[src/rtl/dmp_pkg.sv]
package dmp_pkg;

    // Signals exchanged between the stages of one prescaler.
    typedef struct packed {
        logic front_tick;   // front counter at its last count
        logic back_last;    // every back-end bit at terminal value
        logic back_msb;     // divided clock
    } dmp_state_t;

    typedef enum logic {
        LEN_NORMAL = 1'b0,
        LEN_ALT    = 1'b1
    } front_len_e;

    function automatic int unsigned max_of(input int unsigned a, input int unsigned b);
        return (a > b) ? a : b;
    endfunction

    // Input cycles in one output period for a given latched mode.
    function automatic int unsigned period_cycles(
        input int unsigned norm_div,
        input int unsigned alt_div,
        input int unsigned back_bits,
        input logic        alt_on_mode,
        input logic        mode_val
    );
        int unsigned base;
        base = norm_div << back_bits;
        if (mode_val == alt_on_mode)
            return base - norm_div + alt_div;
        return base;
    endfunction

endpackage

[src/rtl/dmp_front.sv]
module dmp_front
    import dmp_pkg::*;
#(
    parameter int unsigned NORM_DIV = 4,
    parameter int unsigned ALT_DIV  = 5
) (
    input  logic       clk,
    input  logic       rst,
    input  front_len_e len_sel,
    output logic       tick
);
    localparam int unsigned MAXD = max_of(NORM_DIV, ALT_DIV);
    localparam int unsigned W    = (MAXD > 2) ? $clog2(MAXD) : 1;

    logic [W-1:0] cnt;
    logic [W-1:0] lim;

    always_comb begin
        lim  = (len_sel == LEN_ALT) ? W'(ALT_DIV - 1) : W'(NORM_DIV - 1);
        tick = (cnt == lim);
    end

    always_ff @(posedge clk) begin
        if (rst)
            cnt <= '0;
        else if (tick)
            cnt <= '0;
        else
            cnt <= cnt + 1'b1;
    end
endmodule

[src/rtl/dmp_back.sv]
module dmp_back #(
    parameter int unsigned BACK_BITS = 5
) (
    input  logic clk,
    input  logic rst,
    input  logic step,
    output logic last,
    output logic msb
);
    logic [BACK_BITS-1:0] q;
    logic [BACK_BITS-1:0] carry;

    assign carry[0] = step;

    for (genvar i = 0; i < BACK_BITS; i++) begin : g_tog
        if (i < BACK_BITS - 1) begin : g_chain
            assign carry[i+1] = carry[i] & q[i];
        end
        always_ff @(posedge clk) begin
            if (rst)
                q[i] <= 1'b0;
            else if (carry[i])
                q[i] <= ~q[i];
        end
    end

    assign last = &q;
    assign msb  = q[BACK_BITS-1];
endmodule

[src/rtl/dmp_mode_latch.sv]
module dmp_mode_latch (
    input  logic clk,
    input  logic rst,
    input  logic mode_in,
    input  logic boundary,
    output logic mode_q
);
    always_ff @(posedge clk) begin
        if (rst || boundary)
            mode_q <= mode_in;
    end
endmodule

[src/rtl/dual_mod_prescaler.sv]
module dual_mod_prescaler
    import dmp_pkg::*;
#(
    parameter int unsigned NORM_DIV    = 4,
    parameter int unsigned ALT_DIV     = 5,
    parameter bit          ALT_ON_MODE = 1'b1,
    parameter int unsigned BACK_BITS   = 5
) (
    input  logic clk,
    input  logic rst,
    input  logic mode,
    output logic div_clk,
    output logic tc_pulse
);
    dmp_state_t st;
    front_len_e len_sel;
    logic       mode_q;
    logic       boundary;

    always_comb begin
        len_sel  = (st.back_last && (mode_q == ALT_ON_MODE)) ? LEN_ALT : LEN_NORMAL;
        boundary = st.front_tick && st.back_last;
    end

    dmp_front #(.NORM_DIV(NORM_DIV), .ALT_DIV(ALT_DIV)) u_front (
        .clk     (clk),
        .rst     (rst),
        .len_sel (len_sel),
        .tick    (st.front_tick)
    );

    dmp_back #(.BACK_BITS(BACK_BITS)) u_back (
        .clk  (clk),
        .rst  (rst),
        .step (st.front_tick),
        .last (st.back_last),
        .msb  (st.back_msb)
    );

    dmp_mode_latch u_mode (
        .clk      (clk),
        .rst      (rst),
        .mode_in  (mode),
        .boundary (boundary),
        .mode_q   (mode_q)
    );

    assign div_clk  = st.back_msb;
    assign tc_pulse = boundary;
endmodule

[config.mk]
export PLATFORM = sky130hd
export DESIGN_NAME = dual_mod_prescaler
export DESIGN_NICKNAME = d
export VERILOG_FILES = /design/src/rtl/dmp_pkg.sv /design/src/rtl/dmp_front.sv /design/src/rtl/dmp_back.sv /design/src/rtl/dmp_mode_latch.sv /design/src/rtl/dual_mod_prescaler.sv
export SDC_FILE = /design/constraint.sdc
export NUM_CORES = 1
export LEC_CHECK = 0
export BUFFER_PORTS_ARGS = -buffer_cell sky130_fd_sc_hd__buf_4
export CAP_MARGIN = 20
export CELL_PAD_IN_SITES_DETAIL_PLACEMENT = 0
export CELL_PAD_IN_SITES_GLOBAL_PLACEMENT = 2
export CORE_MARGIN = 3
export CORE_UTILIZATION = 39
export CTS_BUF_LIST = sky130_fd_sc_hd__clkbuf_4 sky130_fd_sc_hd__clkbuf_8
export CTS_CLUSTER_DIAMETER = 30
export DETAILED_ROUTE_END_ITERATION = 10
export GPL_TIMING_DRIVEN = 0
export PLACE_DENSITY_LB_ADDON = 0.1
export SKIP_LAST_GASP = 1
export SYNTH_ARGS = -nofsm -noshare
export SYNTH_HDL_FRONTEND = slang
export SYNTH_SLANG_ARGS = --single-unit
[constraint.sdc]
create_clock -name clk -period 5.5 [get_ports clk]
set_clock_uncertainty 0.2 [all_clocks]
set_input_delay 0.55 -clock clk [delete_from_list [all_inputs] [get_ports clk]]
set_output_delay 0.55 -clock clk [all_outputs]
set_load 0.02 [all_outputs]
### Word-level counts from Yosys, hierarchy flattened

Index checks and enable logic that the tools add are counted.

* register bits after elaboration: 9
* logic and storage cells: 25

* add/sub/neg operators: 1
* equal/unequal tests: 1
* mux-type cells: 2
* bitwise operators: 9
* reductions and logical operators: 5

Operators by type and width (number)
* NOT 1 bit: 5
* AND reduction 5 bit: 1
* AND 1 bit: 4
* adder 3 x 1 -> 3 bit (second input constant): 1
* equality test 3 bit: 1
* two-way mux 3 bit: 1
* logical AND 1 bit: 2
* OR reduction 2 bit: 1
* logical OR 1 bit: 1
* two-way mux 1 bit: 1

### Depth between registers and ports, before layout

* depth after elaboration: 9
* depth in mapped cells: 6
* mapped depth without buffers: 4

### Modules after synthesis

A second synthesis with hierarchy kept.

* cells, all modules: 41
* area, all modules: 399.1 sq um

By module, submodules not included
* dmp_back: times used 1, cells an instance 23, area an instance 198.9 sq um, sequential area each 100.1 sq um
* dmp_front: times used 1, cells an instance 14, area an instance 151.4 sq um, sequential area each 60.1 sq um
* dmp_mode_latch: times used 1, cells an instance 2, area an instance 36.3 sq um, sequential area each 30.0 sq um
* dual_mod_prescaler: times used 1, cells an instance 2, area an instance 12.5 sq um, sequential area each 0.0 sq um

### Least setup slack after synthesis

OpenSTA, ideal clock, no wires.

* path kind: flip-flop to output port
* start point: register u_front.cnt[2]
* end point: output tc_pulse
* arrival time: 1.230 ns
* setup slack: 3.520 ns
* cell stages (with the launch flop): 4
* buffers on the path: 0
* cells stage by stage: dfxtp_1 > nor3b_1 > mux2i_1 > nor2_1

* longest elaborated chain between the ends: 2

RTL lines
* from (decl): line dmp_front.sv:15 `logic [W-1:0] cnt;`
* from (signal assigned): line dmp_front.sv:29 `cnt <= cnt + 1'b1;`
* equality test 3 bit: line dmp_front.sv:20 `tick = (cnt == lim);`
* logical AND 1 bit: line dual_mod_prescaler.sv:22 `boundary = st.front_tick && st.back_last;`
* to (decl): line dual_mod_prescaler.sv:13 `output logic tc_pulse`

Every way passes these cells.

### Worst setup path after layout

Ends and elaborated chain as after synthesis.

==> impl_metrics.yaml <==
timing:
  max_slew_margin_pct: 56.7
  setup_viol_count_final: 0
  tightest_slew_ns: 0.648
  tns_ns: 0
  fmax_mhz: 396
  fin_crit_sh_pct: 45.9
  setup_ws_ns: 2.98
  finalHoldViolations: 0
  drv_slew: 0
  period_minus_slack_ns: 2.52
  grt_setup_unrepaired: "false"
clocking:
  path_clk_slew_ns: 0.06
  root_buffer: "clkbuf_4"
  clkSinkCount: 9
  cts_tree: "done"
  clk_path_buf_depth: 2
  clk_latency_ns: 0.27
  cts_hold_buf: 0
  post_cts_resized: 0
  cts_buffers: 3
  postCtsSetupBuffers: 0
  h-tree-depth: 1
placement:
  port_buffers: 4
  dp_hpwl_um: 735
  place_ws_ns: 3.23
  place_congestion: 0.747
  dp_cells: 71
yosys:
  synth_commonest_cells: "8 x dfxtp_1, 4 x mux2i_1, 4 x nor2_1"
  ys.flop_type: "dfxtp_1"
  ys_types: 29
  synth_most_common_cell: "dfxtp_1"
  synth_edf_count: 1
  synthTopCellsByArea: "dfxtp_1 31%, mux2i_1 7.8%, mux2_2 6.6%, edfxtp_1 5.8%, buf_6 4.4%"
  ys_seq_area_share_pct: 37.0
  synthCells: 53
  synth_async_sr_flop_share_pct: 0
  synth-seq-cells: 9
  synthesis.area_um2: 514
  syn_nets: 57
  yosysWarnings: 0
  synth_top_area_share_pct: 31.1
  synth.avg_cell_area_um2: 9.70
  yosysTopAreaCell: "dfxtp_1"
critical_path:
  crit_start: "u_front.cnt[2]"
  path_class: "reg -> out"
  cp.arrival_ns: 1.77
  end_kind: "output port"
  crit_path_start_kind: "flop"
  ff2ff_path_depth: 4
  path_max_fanout: 5
  worstPathRequired_ns: 4.75
  timing.rr.start: "u_front.cnt[2]"
  r2r_slack_ns: 3.53
  worstReg2RegEnd: "u_back.q[3]"
  crit_end: "tc_pulse"
global_routing:
  grt_max_degree: 11
  overflow: 0
  antenna_found_initial: 0
  grt_pass1_wl_um: 1660
  grt_pass1_vias: 374
  track_usage_pct: 12.9
power_and_ir_drop:
  p_leak_nw: 0.226
  p_total_uw: 141
  power.density_mw_per_mm2: 238
  ir_drop_v: 0.000124
min_path:
  holdPathStages: 1
  min_path_type: "in -> reg"
  hold_start: "mode"
route:
  drt_iter0_markers: 4
  dr.pass1.iters: 4
  via_per_inst: 5.35
  num_vias: 401
  antenna_left: 0
  wl_per_cell_um: 12.7
  drc: 0
  routed_wl_um: 950
die:
  fp-row-count: 12
  ios: 5
  coreArea_mm2: 0.00117
  start_util_pct: 43.9
  fp.dieW_um: 42.3
  die_y_um: 42.3
  die_area_mm2: 0.00179
cells_and_area:
  drive_gt1_share_pct: 27.9
  layout.cells.non_filler: 75
  fillers: 111
  final_net_count: 66
  post-route-util_pct: 50.5
  areaGrowthSynthToFinish_pct: 15.1
  antenna_cells: 0
run:
  cap_violations: 0
outcome:
  status: "complete, no violations"
-- layer usage --
metal / global-route usage [%] / share of wire (%) / vias to the layer above
li1: - / - / 208
met1: 14.6 / 44 / 181
met2: 18.5 / 48 / 7
met3: 6.44 / 5.2 / 5
met4: 9.32 / 2.8 / 0
met5: 0 / 0 / -
-- worst min-delay path by stage --
stage,end,slack [ns]
2_1_floorplan,u_front.cnt[0],0.27
3_3_place_gp,u_front.cnt[0],0.28
3_5_place_dp,u_front.cnt[0],0.30
4_1_cts,u_mode.mode_q,0.25
5_1_grt,u_mode.mode_q,0.25
6_report,u_mode.mode_q,0.26
-- sequential cells by signal, summed over array words and instances (netlist names) --
register	count
u_back.q	4
u_front.cnt	3
u_back.msb	1
u_mode.mode_q	1
-- placed cells by master, fill, tap and decap left out, types with 2 or more instances in the layout --
master and n:
buf_6 2, or3_1 2, nand4_1 3, nand3_1 2, mux2i_1 4, clkbuf_4 4, nor2b_1 3, mux2_2 3
nor2_1 4, nand2_1 3, buf_4 4, dfxtp_1 8
-- final cells by class --
| cell class | count | area (um2) | share of cell area (%) |
|---|---|---|---|
| sequential | 9 | 190 | 32.1 |
| inverter | 1 | 3.75 | 0.634 |
| timing repair buffer | 4 | 30.0 | 5.07 |
| multi-input combinational | 40 | 294 | 49.7 |
| clock buffer | 4 | 30.0 | 5.07 |
| tap | 14 | 17.5 | 2.96 |
| buffer | 3 | 26.3 | 4.44 |
-- per-stage QoR --
stage,hold slack [ns],area [um2]
floorplan,0.267,514
global placement,0.278,562
detailed placement,0.297,562
CTS,0.252,592
global route,0.246,592
finish,0.259,592
-- power by group --
part	internal, mW	switching, mW	total [mW]
logic	0.00663	0.00625	0.0129
registers	0.0694	0.00290	0.0723
clock network	0.0329	0.0230	0.0559
-- logic make-up after synthesis --
kind of cell               after synthesis  synth area share (%)
AOI/OAI and AO/OA                        4                  4.62
xor gates and xnor gates                 1                  1.70
adders and majority gates                1                  2.43
buffers and inverters                    4                  5.84
DFF                                      9                  37.0
muxes                                    8                  17.3
and+or+nand+nor                         26                  31.1
-- critical path, stage by stage (launching register included) --
cell and delay (ns):
dfxtp_1 0.40, nor3b_1 0.57, mux2i_1 0.18, nor2_1 0.19, buf_4 0.16
Note: power is estimated with default switching activity, not from simulation.
